`src/rtl/hitbuf_pkg.sv`:
```
package hitbuf_pkg;
    localparam int ADDR_W = 8;
    localparam int PIX_N  = 2 * ADDR_W;
    localparam int HALF_W = ADDR_W / 2;

    typedef enum logic [1:0] {
        CELL_FREE  = 2'd0,
        CELL_WAIT  = 2'd1,
        CELL_READY = 2'd2
    } cell_st_t;
endpackage

```
`src/rtl/hitbuf_addr_enc.sv`:
```
module hitbuf_addr_enc
    import hitbuf_pkg::*;
(
    input  logic              group16,
    input  logic [PIX_N-1:0]  pix_hit,
    output logic [ADDR_W-1:0] code,
    output logic              hit
);
    always_comb begin
        code = '0;
        if (!group16) begin
            code = pix_hit[ADDR_W-1:0];
        end else begin
            for (int i = 0; i < PIX_N; i++) begin
                if (pix_hit[i]) begin
                    code[i / HALF_W]            = 1'b1;
                    code[HALF_W + (i % HALF_W)] = 1'b1;
                end
            end
        end
        hit = |code;
    end
endmodule

```
`src/rtl/hitbuf_pick.sv`:
```
module hitbuf_pick #(
    parameter int N = 4
) (
    input  logic [N-1:0] req,
    output logic [N-1:0] gnt,
    output logic         any
);
    always_comb begin
        logic found;
        found = 1'b0;
        gnt   = '0;
        for (int i = 0; i < N; i++) begin
            if (req[i] && !found) begin
                gnt[i] = 1'b1;
                found  = 1'b1;
            end
        end
        any = |req;
    end
endmodule

```
`src/rtl/hitbuf_cell.sv`:
```
module hitbuf_cell
    import hitbuf_pkg::*;
#(
    parameter int TS_W = 11
) (
    input  logic              clk,
    input  logic              rst_n,
    input  logic              wr_en,
    input  logic [ADDR_W-1:0] wr_code,
    input  logic [TS_W-1:0]   wr_ts,
    input  logic [TS_W-1:0]   due_ts,
    input  logic              l1_trig,
    input  logic              rd_take,
    output logic              is_free,
    output logic              is_ready,
    output logic [ADDR_W-1:0] out_code,
    output logic [TS_W-1:0]   out_ts
);
    cell_st_t          st_q, st_d;
    logic [ADDR_W-1:0] code_q;
    logic [TS_W-1:0]   ts_q;
    logic              due;

    assign due = (ts_q == due_ts);

    always_ff @(posedge clk or negedge rst_n) begin
        if (!rst_n) st_q <= CELL_FREE;
        else        st_q <= st_d;
    end

    always_comb begin
        st_d = st_q;
        unique case (st_q)
            CELL_FREE:  if (wr_en) st_d = CELL_WAIT;
            CELL_WAIT:  if (due)   st_d = l1_trig ? CELL_READY : CELL_FREE;
            CELL_READY: if (rd_take) st_d = CELL_FREE;
            default:    st_d = CELL_FREE;
        endcase
    end

    always_ff @(posedge clk or negedge rst_n) begin
        if (!rst_n) begin
            code_q <= '0;
            ts_q   <= '0;
        end else if (wr_en && st_q == CELL_FREE) begin
            code_q <= wr_code;
            ts_q   <= wr_ts;
        end
    end

    always_comb begin
        is_free  = (st_q == CELL_FREE);
        is_ready = (st_q == CELL_READY);
        out_code = code_q;
        out_ts   = ts_q;
    end
endmodule

```
`src/rtl/trig_hit_buffer.sv`:
```
module trig_hit_buffer
    import hitbuf_pkg::*;
#(
    parameter int TS_W  = 11,
    parameter int OVF_W = 8,
    parameter int NCELL = 4
) (
    input  logic              clk,
    input  logic              rst_n,
    input  logic              group16,
    input  logic [PIX_N-1:0]  pix_hit,
    input  logic [TS_W-1:0]   ts_now,
    input  logic [TS_W-1:0]   latency,
    input  logic              l1_trig,
    output logic              rd_valid,
    input  logic              rd_ready,
    output logic [ADDR_W-1:0] rd_addr,
    output logic [TS_W-1:0]   rd_ts,
    output logic [OVF_W-1:0]  ovf_count
);
    localparam logic [OVF_W-1:0] OVF_MAX = '1;

    logic [ADDR_W-1:0] code;
    logic              hit;
    logic [TS_W-1:0]   due_ts;
    logic [NCELL-1:0]  free_v, ready_v, alloc_g, rd_g, wr_en, take;
    logic              any_free, any_ready;
    logic [ADDR_W-1:0] cell_code [NCELL];
    logic [TS_W-1:0]   cell_ts   [NCELL];

    assign due_ts = ts_now - latency;

    hitbuf_addr_enc u_enc (
        .group16 (group16),
        .pix_hit (pix_hit),
        .code    (code),
        .hit     (hit)
    );

    hitbuf_pick #(.N(NCELL)) u_alloc (
        .req (free_v),
        .gnt (alloc_g),
        .any (any_free)
    );

    hitbuf_pick #(.N(NCELL)) u_rdsel (
        .req (ready_v),
        .gnt (rd_g),
        .any (any_ready)
    );

    assign wr_en = alloc_g & {NCELL{hit}};
    assign take  = rd_g & {NCELL{any_ready && rd_ready}};

    for (genvar g = 0; g < NCELL; g++) begin : g_cell
        hitbuf_cell #(.TS_W(TS_W)) u_cell (
            .clk      (clk),
            .rst_n    (rst_n),
            .wr_en    (wr_en[g]),
            .wr_code  (code),
            .wr_ts    (ts_now),
            .due_ts   (due_ts),
            .l1_trig  (l1_trig),
            .rd_take  (take[g]),
            .is_free  (free_v[g]),
            .is_ready (ready_v[g]),
            .out_code (cell_code[g]),
            .out_ts   (cell_ts[g])
        );
    end

    always_comb begin
        rd_valid = any_ready;
        rd_addr  = '0;
        rd_ts    = '0;
        for (int i = 0; i < NCELL; i++) begin
            if (rd_g[i]) begin
                rd_addr = rd_addr | cell_code[i];
                rd_ts   = rd_ts | cell_ts[i];
            end
        end
    end

    always_ff @(posedge clk or negedge rst_n) begin
        if (!rst_n)
            ovf_count <= '0;
        else if (hit && !any_free && ovf_count != OVF_MAX)
            ovf_count <= ovf_count + 1'b1;
    end
endmodule

```
`config.mk`:
```
export PLATFORM = sky130hd
export DESIGN_NAME = trig_hit_buffer
export DESIGN_NICKNAME = d
export VERILOG_FILES = /design/src/rtl/hitbuf_pkg.sv /design/src/rtl/hitbuf_addr_enc.sv /design/src/rtl/hitbuf_pick.sv /design/src/rtl/hitbuf_cell.sv /design/src/rtl/trig_hit_buffer.sv
export SDC_FILE = /design/constraint.sdc
export NUM_CORES = 1
export LEC_CHECK = 0
export ABC_AREA = 1
export CAP_MARGIN = 40
export CORE_AREA = 2 2 111 113
export CTS_BUF_LIST = sky130_fd_sc_hd__clkbuf_4 sky130_fd_sc_hd__clkbuf_8
export DETAILED_ROUTE_END_ITERATION = 8
export DIE_AREA = 0 0 113 115
export MAX_ROUTING_LAYER = met4
export PLACE_DENSITY = 0.8
export SYNTH_ARGS = -nofsm -noshare
export SYNTH_HDL_FRONTEND = slang
export SYNTH_SLANG_ARGS = --single-unit
```
`constraint.sdc`:
```
create_clock -name clk -period 3.3 [get_ports clk]
set_clock_uncertainty 0.1 [all_clocks]
set_input_delay 0.66 -clock clk [delete_from_list [all_inputs] [get_ports clk]]
set_output_delay 0.66 -clock clk [all_outputs]
set_load 0.01 [all_outputs]
```
**After elaboration in Yosys (flattened, before gate mapping)**

Cells that the tools add are included.

- Shifts and indexed selects: 0
- Multiplexer cells: 68
- Equality and inequality tests: 25
- $lt $le $gt $ge: 0
- Add/sub/neg operators: 2
- Bitwise operators: 8
- Divide/modulo/power cells: 0
- Multipliers: 0
- Reductions and logical operators: 31

Operators with widths:

| operator | count |
|---|---|
| $eq 11x11->1 | 4 |
| $mux 11 | 4 |
| $mux 1 | 41 |
| $mux 8 | 5 |
| $or 11x11->11 | 3 |
| $mux 2 | 14 |
| $or 8x8->8 | 3 |
| $pmux 2 s3 | 4 |
| $ne 2x2->1 const B | 8 |
| $logic_and 1x1->1 | 13 |
| $reduce_and 3->1 | 4 |
| $sub 11x11->11 | 1 |
| $add 8x1->8 const B | 1 |
| $and 4x4->4 | 2 |
| $eq 2x1->1 const B | 4 |
| $eq 2x2->1 const B | 4 |
| $logic_not 2->1 | 4 |
| $ne 2x1->1 const B | 4 |
| $ne 8x8->1 const B | 1 |
| $reduce_or 4->1 | 2 |
| $reduce_or 8->1 | 1 |
| $logic_not 1->1 | 7 |

- Register bits after elaboration: 92
- Output and inout bits: 28
- Word-level logic and storage cells: 147
- Memories: 0
- RAM bits: 0
- Bits in read-only memories: 0
- Latch bits: 0
- Input port bits: 43

**Depth between registers and ports, before layout**

- Depth after elaboration: 14
- Gate-level depth with buffers: 17
- Mapped depth without buffers: 17

**Hierarchy**

A second synthesis with hierarchy kept.

- Cells, all modules: 814
- Area total of the unflattened synthesis: 6035.8 um^2

By module, submodules not included:

| module | sequential area each (um^2) | cells an instance | instances | area each (um^2) |
|---|---|---|---|---|
| hitbuf_cell | 525.5 | 112 | 4 | 1037.2 |
| trig_hit_buffer | 200.2 | 294 | 1 | 1579.0 |
| hitbuf_addr_enc | 0.0 | 52 | 1 | 215.2 |
| hitbuf_pick | 0.0 | 10 | 2 | 46.3 |

**Worst setup path after synthesis**

No wires, ideal clock.

- Kind: in2reg
- From: input port ts_now[0]
- To: register g_cell[2].u_cell.st_q[0]
- Arrival time: 2338 ps
- Library setup time: 123 ps
- Stages: 11
- Setup slack: 739 ps
- Buffers on the path: 0
- Data required time: 3077 ps
- Path through: inv_1 -> ha_1 -> fa_1 -> xnor2_1 -> xor2_1 -> nor2_1 -> nand3_1 -> nor2_1 -> nand3_1 -> o21ai_0 -> nand2_1

- Cells in the longest elaborated chain, start to end: 4

RTL lines:

| what | line | RTL |
|---|---|---|
| start: declaration | trig_hit_buffer.sv:12 | `input logic [TS_W-1:0] ts_now,` |
| $sub 11x11->11 | trig_hit_buffer.sv:31 | `assign due_ts = ts_now - latency;` |
| $eq 11x11->1 | hitbuf_cell.sv:24 | `assign due = (ts_q == due_ts);` |
| $ne 2x1->1 (no line) | - |  |
| $reduce_and 3->1 (no line) | - |  |
| end signal: assignment | hitbuf_cell.sv:28 | `else st_q <= st_d;` |
| end: declaration | hitbuf_cell.sv:19 | `cell_st_t st_q, st_d;` |

Every way passes these cells.
A chain may end at the register's enable or synchronous reset.

**Worst setup path in the final report**

- From: register g_cell[0].u_cell.st_q[1]
- To: output port rd_ts[9]

- Cells in the longest elaborated chain, start to end: 12
- Elaborated cells on any way between the ends: 20
- Those cells by class: eq/ne (1); mux (10); bitwise (3); reduce/logical (6)

RTL lines:

| what | line | RTL |
|---|---|---|
| start: declaration | hitbuf_cell.sv:19 |  |
| start signal: assignment | hitbuf_cell.sv:28 |  |
| $eq 2x2->1 (*) | hitbuf_cell.sv:53 | `is_ready = (st_q == CELL_READY);` |
| $mux 1 (*) | hitbuf_pick.sv:13 | `if (req[i] && !found) begin` |
| $logic_not 1->1 | hitbuf_pick.sv:13 |  |
| $logic_and 1x1->1 | hitbuf_pick.sv:13 |  |
| $mux 1 | hitbuf_pick.sv:13 |  |
| $logic_not 1->1 | hitbuf_pick.sv:13 |  |
| $logic_and 1x1->1 | hitbuf_pick.sv:13 |  |
| $mux 1 | hitbuf_pick.sv:13 |  |
| $logic_not 1->1 | hitbuf_pick.sv:13 |  |
| $logic_and 1x1->1 | hitbuf_pick.sv:13 |  |
| $mux 1 | hitbuf_pick.sv:13 |  |
| $mux 11 (*) | trig_hit_buffer.sv:77 | `if (rd_g[i]) begin` |
| end: declaration | trig_hit_buffer.sv:18 | `output logic [TS_W-1:0] rd_ts,` |

Mark *: on every way between the ends. The rest lies on a longest branch, timed or not.

==> metrics <==
CP peak stage delay 0.60 ns; number of synthesized flops with an enable pin 0; count of different cell masters after synthesis 35; mapped cell area 5640 µm²; worst path cell trace inv_1 -> nor2_1 -> inv_2 -> nand2_1 -> nor3_2 -> buf_4 -> a21oi_1 -> o21ai_0 -> clkdlybuf4s50_1; remaining global-route overflow 0; H-tree Lvls 3; Max IR drop VDD 0.516 mV; RSZ-0062 raised after global routing false; DP Wirelength 11200 µm; global-route usage over all layers 24.4%; Avg Inst Size Synth 7.13 µm²; synthesis-stage register bit count 92; core area 11800 µm²; first drt pass iteration count 7; worst slew pin tran 0.706 ns; Final Setup Violations 0; Rows 40; fraction of layout cells with a size suffix above 1 7.68%; Top FF cell, synth dfrtp_1; worst reg2reg endpoint ovf_count[7]$_DFFE_PN0P_; CTS root buffer clkbuf_8; initial antenna violation count 0; max-cap viol count 0; worst hold slack 0.242 ns; worst-case reg-to-reg path depth 8; crit path buf inv count 4; first-pass GRT wire length 24600 µm; Final GP Congestion 0.950; hold buffer count at CTS 0; Die Wd 113 µm; Finished Cell Area 6800 µm²; post-layout min period 3.17 ns; leakage 3.38 nW; worst-path fanout max 10; IO buf count 70; Clock transition at path regs 0.10 ns; RR Startpoint ovf_count[0]$_DFFE_PN0P_; Arrival @ worst endpoint 2.41 ns; Req. time, crit path 2.54 ns; Reg area 2300 µm²; Fin. Hold Viols 0; drt total wl 15100 µm; ANT cells 0; Setup Fix Bufs, Post-CTS 0; worst hold-check path type in -> async; setup TNS 0 ns; Synth Instances 791; layout net count 922; Rel. slew slack 52.9%; FILL cells 1097; clock buffer depth 2; sequential cell area fraction in the yosys report 40.8%; IO Count 71; vias per std cell 5.33; Setup crit end kind output port; status complete, but fails checks; pwr/cell area 731 nW/µm²; Place WS 0.0258 ns; Iteration-0 DRC Markers 550; Starting Density 47.8%; R2R Setup Slk 1.45 ns; logic depth of the worst path, buffers included 9; worst setup path endpoint rd_ts[9]; Clk Latency, worst-skew pair 0.37 ns; area of the multi-input gates 2800 µm²; Layout area overhead 20.6%; Synth async-reset ratio 100%; CTS tree built; vias in the first global route 5103; clk sinks 92; Die Ht 115 µm; WL per Instance 14.8 µm; Worst Setup SP g_cell[0].u_cell.st_q[1]$_DFFE_PN0P_; routed via count 5434; largest net degree at the start of global routing 54; max-slew violations 0; PnR worst setup slack 0.126 ns; Max Fclk 315 MHz; Period Utilization, post-route 96.2%; slowest CP cell clkdlybuf4s50_1; crit-path leading delay family buffers and inverters; Placed Instance Area 6560 µm²; post-detailed-route count of antenna-violating nets 0; Remaining DRCs 4; Synthesized Nets 846; die area 13000 µm²; synth warn 0; failing checks design-rule violations; Startpoint Class flop; WS Path Type reg -> out; CTS Buf Count 9
[flip-flops by register name, indices dropped and copies added (netlist names)]
name	cells
g_cell.u_cell.out_code	32
g_cell.u_cell.out_ts	44
g_cell.u_cell.st_q	8
ovf_count	8
[worst register-to-register path, delay by kind of cell (launching register included)]
family	cells	cell delay, ns
and+or+nand+nor	5	0.57
AOI/OAI and AO/OA	1	0.27
DFF	1	0.45
xor gates and xnor gates	1	0.13
adders and majority gates	1	0.24
[area by class of cell]
type	count	share of cell area, %
clock buffers	10	1.93
clock inverters	6	1.43
inverters	107	5.91
multi-input cells	568	41.2
flip-flops and latches	92	33.8
well taps	147	2.70
repair buffers	89	13.0
[per-stage QoR]
step | power, mW | util [%] | cells
6_report | 4.97 | 57.6 | 1019
2_1_floorplan | 3.39 | - | 791
3_3_place_gp | 4.01 | 55.6 | 1003
3_5_place_dp | 4.07 | 55.6 | 1003
4_1_cts | 4.95 | 57.5 | 1019
5_1_grt | 5.36 | 57.6 | 1019
[cell usage in the layout (no fill, tap or decap), types with 5 or more instances in the layout]
cell type / count
clkdlybuf4s50_1: 69
ha_1: 11
nand4_1: 21
xnor2_1: 6
a21oi_1: 14
buf_4: 16
inv_2: 5
clkbuf_8: 9
o22ai_1: 7
nand3_1: 85
inv_1: 102
o21ai_0: 76
dfrtp_1: 92
o21ai_1: 15
nand2_2: 16
nor2_1: 51
xor2_1: 17
nand2_1: 225
nor3_1: 5
[metal layers]
layer | routed length [µm] | global-route usage, % | up-vias | part of all wire (%)
met3 | 1040 | 3.48 | 36 | 6.9
met4 | 381 | 8.62 | 0 | 2.5
met1 | 6720 | 32.5 | 2485 | 45
li1 | - | - | 2705 | -
met5 | 0 | - | - | 0
met2 | 6920 | 38.5 | 208 | 46
[cell usage after synthesis, types with 3 or more instances]
cell type	instances	area, µm²
buf_4	3	22.5
nand2_2	15	93.8
o22ai_1	7	43.8
ha_1	11	138
inv_1	103	387
nand2_1	226	848
a21oi_2	3	26.3
nor3_1	5	25.0
clkbuf_1	4	15.0
a21oi_1	14	70.1
xor2_1	17	149
xnor2_1	6	52.6
nand4_1	21	131
inv_2	4	15.0
buf_2	9	45.0
buf_6	3	33.8
dfrtp_1	92	2300
nand3_1	85	425
o21ai_0	78	390
nor2_1	52	195
o21ai_1	13	65.1
clkbuf_2	3	15.0
[what timing repair did]
item | CTS | global route
gates cloned | 0 | 0
gates resized for setup | 3 | 3
pin swaps | 0 | 0
setup endpoints to repair | 9 | 1
[worst min-delay path by stage]
stage | startpoint | end | slack, ns
2_1_floorplan | rst_n | g_cell[0].u_cell.out_code[0]$_DFFE_PN0P_ | 0.26
3_3_place_gp | g_cell[0].u_cell.out_code[3]$_DFFE_PN0P_ | g_cell[0].u_cell.out_code[3]$_DFFE_PN0P_ | 0.37
3_5_place_dp | g_cell[1].u_cell.out_code[0]$_DFFE_PN0P_ | g_cell[1].u_cell.out_code[0]$_DFFE_PN0P_ | 0.37
4_1_cts | rst_n | g_cell[0].u_cell.out_ts[5]$_DFFE_PN0P_ | 0.26
5_1_grt | rst_n | g_cell[1].u_cell.out_code[4]$_DFFE_PN0P_ | 0.29
6_report | rst_n | g_cell[0].u_cell.out_ts[5]$_DFFE_PN0P_ | 0.24
[cell families (layout without fill, tap and decap cells)]
family / Yosys count / after routing / share of synthesized area (%)
compound gates: 121 / 121 / 11.4
xor+xnor: 23 / 23 / 3.57
fa+ha+maj: 12 / 12 / 2.80
buf+inv: 131 / 212 / 9.58
flops: 92 / 92 / 40.8
simple gates: 412 / 412 / 31.8
[power by group]
group,leakage (nW),internal (mW),switching [mW]
registers,1.12,1.65,0.415
logic,2.14,0.826,1.20
clock network,0.116,0.445,0.439
Note: power is estimated with default switching activity, not from simulation.
